--- src/rtl/ecr_pkg.sv ---
package ecr_pkg;
  localparam int CMD_RST_BIT   = 4;
  localparam int CMD_RXE_BIT   = 3;
  localparam int CMD_TXE_BIT   = 2;
  localparam int CMD_EMPTY_BIT = 0;

  typedef struct packed {
    logic rst;
    logic rxe;
    logic txe;
  } cmd_req_t;

  function automatic cmd_req_t decode_cmd(input logic [7:0] d);
    cmd_req_t r;
    r.rst = d[CMD_RST_BIT];
    r.rxe = d[CMD_RXE_BIT];
    r.txe = d[CMD_TXE_BIT];
    return r;
  endfunction
endpackage

--- src/rtl/ecr_srst_seq.sv ---
module ecr_srst_seq #(
  parameter int SRST_CYCLES = 8
) (
  input  logic clk,
  input  logic rst_n,
  input  logic start_i,
  input  logic done_i,
  output logic active_o
);
  localparam int CNT_W = (SRST_CYCLES > 1) ? $clog2(SRST_CYCLES) : 1;
  localparam logic [CNT_W-1:0] LAST = CNT_W'(SRST_CYCLES - 1);

  logic [CNT_W-1:0] cnt_q;
  logic             active_q;

  always_ff @(posedge clk or negedge rst_n) begin
    if (!rst_n) begin
      active_q <= 1'b0;
      cnt_q    <= '0;
    end else if (!active_q) begin
      if (start_i) begin
        active_q <= 1'b1;
        cnt_q    <= '0;
      end
    end else if (done_i || cnt_q == LAST) begin
      active_q <= 1'b0;
      cnt_q    <= '0;
    end else begin
      cnt_q <= cnt_q + 1'b1;
    end
  end

  assign active_o = active_q;
endmodule

--- src/rtl/ecr_cmd_ctl.sv ---
module ecr_cmd_ctl
  import ecr_pkg::*;
(
  input  logic     clk,
  input  logic     rst_n,
  input  logic     wr_i,
  input  cmd_req_t req_i,
  input  logic     srst_active_i,
  input  logic     tx_busy_i,
  output logic     srst_start_o,
  output logic     tx_en_o,
  output logic     rx_en_o
);
  logic tx_en_q, rx_en_q;

  assign srst_start_o = wr_i & req_i.rst & ~srst_active_i;

  always_ff @(posedge clk or negedge rst_n) begin
    if (!rst_n) begin
      tx_en_q <= 1'b0;
      rx_en_q <= 1'b0;
    end else if (srst_start_o || srst_active_i) begin
      tx_en_q <= 1'b0;
      rx_en_q <= 1'b0;
    end else if (wr_i) begin
      rx_en_q <= req_i.rxe;
      tx_en_q <= req_i.txe & (tx_en_q | ~tx_busy_i);
    end
  end

  assign tx_en_o = tx_en_q;
  assign rx_en_o = rx_en_q;
endmodule

--- src/rtl/ecr_irq_mask.sv ---
module ecr_irq_mask #(
  parameter int ADDR_W   = 8,
  parameter int IRQ_W    = 16,
  parameter int IMR_ADDR = 'h3C
) (
  input  logic              clk,
  input  logic              rst_n,
  input  logic              wr_i,
  input  logic [ADDR_W-1:0] addr_i,
  input  logic [7:0]        wdata_i,
  input  logic [IRQ_W-1:0]  status_i,
  output logic [IRQ_W-1:0]  mask_o,
  output logic              irq_o
);
  localparam int NBYTES = IRQ_W / 8;

  logic [IRQ_W-1:0] mask_q;
  logic             irq_q;

  for (genvar b = 0; b < NBYTES; b++) begin : g_byte
    localparam logic [ADDR_W-1:0] BADDR = ADDR_W'(IMR_ADDR + b);
    always_ff @(posedge clk or negedge rst_n) begin
      if (!rst_n) mask_q[b*8 +: 8] <= '0;
      else if (wr_i && addr_i == BADDR) mask_q[b*8 +: 8] <= wdata_i;
    end
  end

  always_ff @(posedge clk or negedge rst_n) begin
    if (!rst_n) irq_q <= 1'b0;
    else        irq_q <= |(status_i & mask_q);
  end

  assign mask_o = mask_q;
  assign irq_o  = irq_q;
endmodule

--- src/rtl/eth_ctl_regs.sv ---
module eth_ctl_regs
  import ecr_pkg::*;
#(
  parameter int ADDR_W      = 8,
  parameter int IRQ_W       = 16,
  parameter int SRST_CYCLES = 8,
  parameter int CMD_ADDR    = 'h37,
  parameter int IMR_ADDR    = 'h3C
) (
  input  logic              clk,
  input  logic              rst_n,
  input  logic              reg_wr,
  input  logic [ADDR_W-1:0] reg_addr,
  input  logic [7:0]        reg_wdata,
  output logic [7:0]        reg_rdata,
  output logic              srst_o,
  output logic              tx_en_o,
  output logic              rx_en_o,
  input  logic              tx_busy_i,
  input  logic              rx_active_i,
  input  logic              srst_done_i,
  input  logic              rx_ring_empty_i,
  input  logic [IRQ_W-1:0]  irq_status_i,
  output logic              irq_o
);
  localparam int NBYTES = IRQ_W / 8;
  localparam logic [ADDR_W-1:0] CMD_A = ADDR_W'(CMD_ADDR);

  logic             cmd_wr;
  logic             srst_start;
  logic             srst_active;
  logic [IRQ_W-1:0] imr_q;

  assign cmd_wr = reg_wr && reg_addr == CMD_A;

  ecr_srst_seq #(.SRST_CYCLES(SRST_CYCLES)) u_srst (
    .clk      (clk),
    .rst_n    (rst_n),
    .start_i  (srst_start),
    .done_i   (srst_done_i),
    .active_o (srst_active)
  );

  ecr_cmd_ctl u_cmd (
    .clk           (clk),
    .rst_n         (rst_n),
    .wr_i          (cmd_wr),
    .req_i         (decode_cmd(reg_wdata)),
    .srst_active_i (srst_active),
    .tx_busy_i     (tx_busy_i),
    .srst_start_o  (srst_start),
    .tx_en_o       (tx_en_o),
    .rx_en_o       (rx_en_o)
  );

  ecr_irq_mask #(.ADDR_W(ADDR_W), .IRQ_W(IRQ_W), .IMR_ADDR(IMR_ADDR)) u_irq (
    .clk      (clk),
    .rst_n    (rst_n),
    .wr_i     (reg_wr),
    .addr_i   (reg_addr),
    .wdata_i  (reg_wdata),
    .status_i (irq_status_i),
    .mask_o   (imr_q),
    .irq_o    (irq_o)
  );

  assign srst_o = srst_active;

  always_comb begin
    reg_rdata = '0;
    if (reg_addr == CMD_A) begin
      reg_rdata[CMD_RST_BIT]   = srst_active;
      reg_rdata[CMD_RXE_BIT]   = rx_active_i;
      reg_rdata[CMD_TXE_BIT]   = tx_busy_i;
      reg_rdata[CMD_EMPTY_BIT] = rx_ring_empty_i;
    end
    for (int b = 0; b < NBYTES; b++) begin
      if (reg_addr == ADDR_W'(IMR_ADDR + b)) reg_rdata = imr_q[b*8 +: 8];
    end
  end
endmodule

--- config.mk ---
export PLATFORM = sky130hd
export DESIGN_NAME = eth_ctl_regs
export DESIGN_NICKNAME = d
export VERILOG_FILES = /design/src/rtl/ecr_pkg.sv /design/src/rtl/ecr_srst_seq.sv /design/src/rtl/ecr_cmd_ctl.sv /design/src/rtl/ecr_irq_mask.sv /design/src/rtl/eth_ctl_regs.sv
export SDC_FILE = /design/constraint.sdc
export NUM_CORES = 1
export LEC_CHECK = 0
export BUFFER_PORTS_ARGS = -buffer_cell sky130_fd_sc_hd__buf_2
export CORE_ASPECT_RATIO = 0.5
export CORE_MARGIN = 2
export CORE_UTILIZATION = 25
export DETAILED_ROUTE_END_ITERATION = 10
export GPL_TIMING_DRIVEN = 0
export SYNTH_ARGS = -nofsm -noshare
export SYNTH_HDL_FRONTEND = slang
export SYNTH_SLANG_ARGS = --single-unit
--- constraint.sdc ---
create_clock -name clk -period 1.74 [get_ports clk]
set_input_delay 0.087 -clock clk [delete_from_list [all_inputs] [get_ports clk]]
set_output_delay 0.087 -clock clk [all_outputs]
set_load 0.005 [all_outputs]
==> results.cfg <==
[sta]
maxSlewViolCount = 0
whs_ns = 0.05286
hold_violations = 0
rsz0062_at_grt = false
max_freq_mhz = 679.8
period_share = 0.8454
setup_ws_ns = 0.2690
tightest_slew_ns = 0.6553
slew_headroom = 0.5599
period_needed_ns = 1.471
fin_skew_ns = 0.004918
setup_viol = 0

[logic_synthesis]
synth_area_um2 = 1200
avgSynthCellArea_um2 = 12.90
synthTopCellsByArea = dfrtp_1 (48%), mux2_2 (15%), a22o_1 (5.8%), a221o_1 (3.3%), a221oi_1 (2.9%)
yosysMostFrequentCell = dfrtp_1
ys_ff_latch = 23
async_flop_share = 1.000
synth-edff-count = 0
netlist_instances = 93
synth_top_area_frac = 0.4797
ys.flop_type = dfrtp_1
synth.top_cells.by_count = dfrtp_1 (23), mux2_2 (16), a22o_1 (8)
yosysSeqAreaShare = 0.4797
yosys.area.top_type = dfrtp_1
synth_cell_type_count = 30
yosysWarnings = 0
syn-num-nets = 134

[drt]
dr.pass1.iters = 4
highest_layer = met4
postRouteAntennaNets = 0
initialDrtViolationCount = 50
drc = 0
drt_wl_total_mm = 2.996
viasPerCell = 4.813
drt-met1-wl_mm = 1.268
vias = 1030
wl_per_cell_um = 14.00
dr_wl_met3_um = 86
dr_wl_met2_mm = 1.617

[job]
drv_cap = 0

[floorplan]
initial_core_util = 0.2661
ios = 51
chipWidth_um = 102.0
core-area_um2 = 4509
die_h_um = 52.99
num_rows = 17
die_area_um2 = 5404

[power_and_ir_drop]
pwr-share-clk = 0.305
netSwitchingPower_w = 0.0002490
pwr-share-seq = 0.556
totalPowerFinal_w = 0.001062
pwr_density_cell_nw_per_um2 = 667.0
leakage_nw = 0.7962
combinationalPowerShare = 0.139
peakVddDrop_v = 0.0002568
p_sw_frac = 0.2344
p_int_w = 0.0008134

[global_routing]
grt_use_total = 0.1180
first_global_vias = 1081
grt_start_max_net_pins = 24
grt_pass1_wl_mm = 4.899
grt-ovfl-total = 0
grt_antenna_before_repair = 0

[critical_path]
criticalPathCategory = in -> out
crit_top_cell = buf_2
reg2reg_slack_ns = 0.36
cp-start-kind = input port
crit_path_max_incr_delay_ns = 0.54
crit_slowest_cell = nor3_2
crit_fanout = 8
crit_path_end_kind = output pin
crit_chain = buf_2, nand4bb_4, nor3_2, a221o_1, buf_2
crit_required_ns = 1.65
cp.arrival_ns = 1.38

[clock_network]
cts_buffers = 3
cts_setup_buffers = 0
clock_path_buffers = 2
htree_levels = 1
cts_sinks = 23
clock_latency_ns = 0.26
cts_root_buffer = clkbuf_8
clk_pin_slew_worst_paths_ns = 0.08
cts_tree = built

[status]
status = complete, no violations

[placed_design]
placed_area_um2 = 1533
hpwlAfterDp_mm = 2.424
dp_slack_ns = -0.02610
place.gp.congestion = 0.7672
port_buffers = 50

[min_path]
hold_class = in -> reg

[finish]
post-route-util = 0.3532
drive_gt1_frac = 0.5068
antenna-diode-count = 0
nNetsFinal = 190
area_growth_pct = 32.74
stdcell_area_um2 = 1593
## metrics by stage
step / TNS [ns] / instances
2_1_floorplan: 0 / 93
6_report: 0 / 214
4_1_cts: 0 / 214
5_1_grt: 0 / 214
3_5_place_dp: -0.07775 / 209
3_3_place_gp: -0.2473 / 209
## path summary, 6_finish.rpt
check	from	endpoint	cells after the start
hold / removal	irq_status_i[13]	u_irq.irq_o	3
max in group asynchronous	rst_n	u_irq.mask_o[11]	2
hold reg to reg	u_srst.cnt_q[0]	u_srst.cnt_q[0]	1
setup / recovery	reg_addr[1]	reg_rdata[4]	5
setup reg to reg	u_srst.cnt_q[0]	u_srst.cnt_q[0]	4
min in group asynchronous	rst_n	u_irq.mask_o[10]	2
## logic make-up after synthesis
group / Yosys count / share of synthesized area
AOI/OAI and AO/OA: 24 / 0.1794
adders and majority gates: 2 / 0.02085
buffers and inverters: 6 / 0.01877
DFF: 23 / 0.4797
muxes: 16 / 0.1502
and+or+nand+nor: 22 / 0.1512
## registers in the layout, indices dropped and copies added, names as in the netlist
name,flops
u_irq.mask_o,16
u_srst.cnt_q,3
u_cmd.rx_en_o,1
u_cmd.tx_en_o,1
u_irq.irq_o,1
u_srst.active_o,1
## placed cells by master, fill, tap and decap left out, drive strengths merged, types with 2 or more instances in the layout
cell     n
a22o     8
nor2     2
a221o    4
nand4    2
nor3     4
inv      5
mux2    16
buf     50
a32o     2
a311oi   2
a221oi   4
and3     3
clkbuf   5
dfrtp   23
ha       2
## critical path: cells and delay by family
kind	cells	cell delay, ns
AO/OA/AOI/OAI	1	0.26
buffers and inverters	2	0.22
AND/OR/NAND/NOR	2	0.81
## cell type report
type | count | area [um^2]
inverter | 5 | 18.77
tap | 66 | 82.58
multi-input combinational | 64 | 606.8
buffer | 1 | 3.754
fill | 475 | 2917
sequential | 23 | 575.6
timing repair buffer | 51 | 260.3
clock buffer | 4 | 45.04
## routing by layer
layer / global-route usage / vias to the layer above
met5: 0 / -
met4: 0.03111 / 0
met3: 0.02774 / 2
met2: 0.2314 / 13
met1: 0.1298 / 528
li1: - / 487
## what timing repair did
item	in CTS	in global routing
hold endpoints to repair	23	0
gates resized for setup	1	0
hold buffers	1	0
endpoints found under the setup margin	4	0
## power groups by stage
stage	Sequential, W	Combinational [W]	Clock, W
finish	0.000591	0.000148	0.000324
global route	0.000595	0.000165	0.000362
CTS	0.000591	0.000150	0.000335
detailed placement	0.000601	0.000148	0
global placement	0.000600	0.000141	0
floorplan	0.000596	0.0000617	0
No activity file was read; power rests on OpenSTA's default activity.
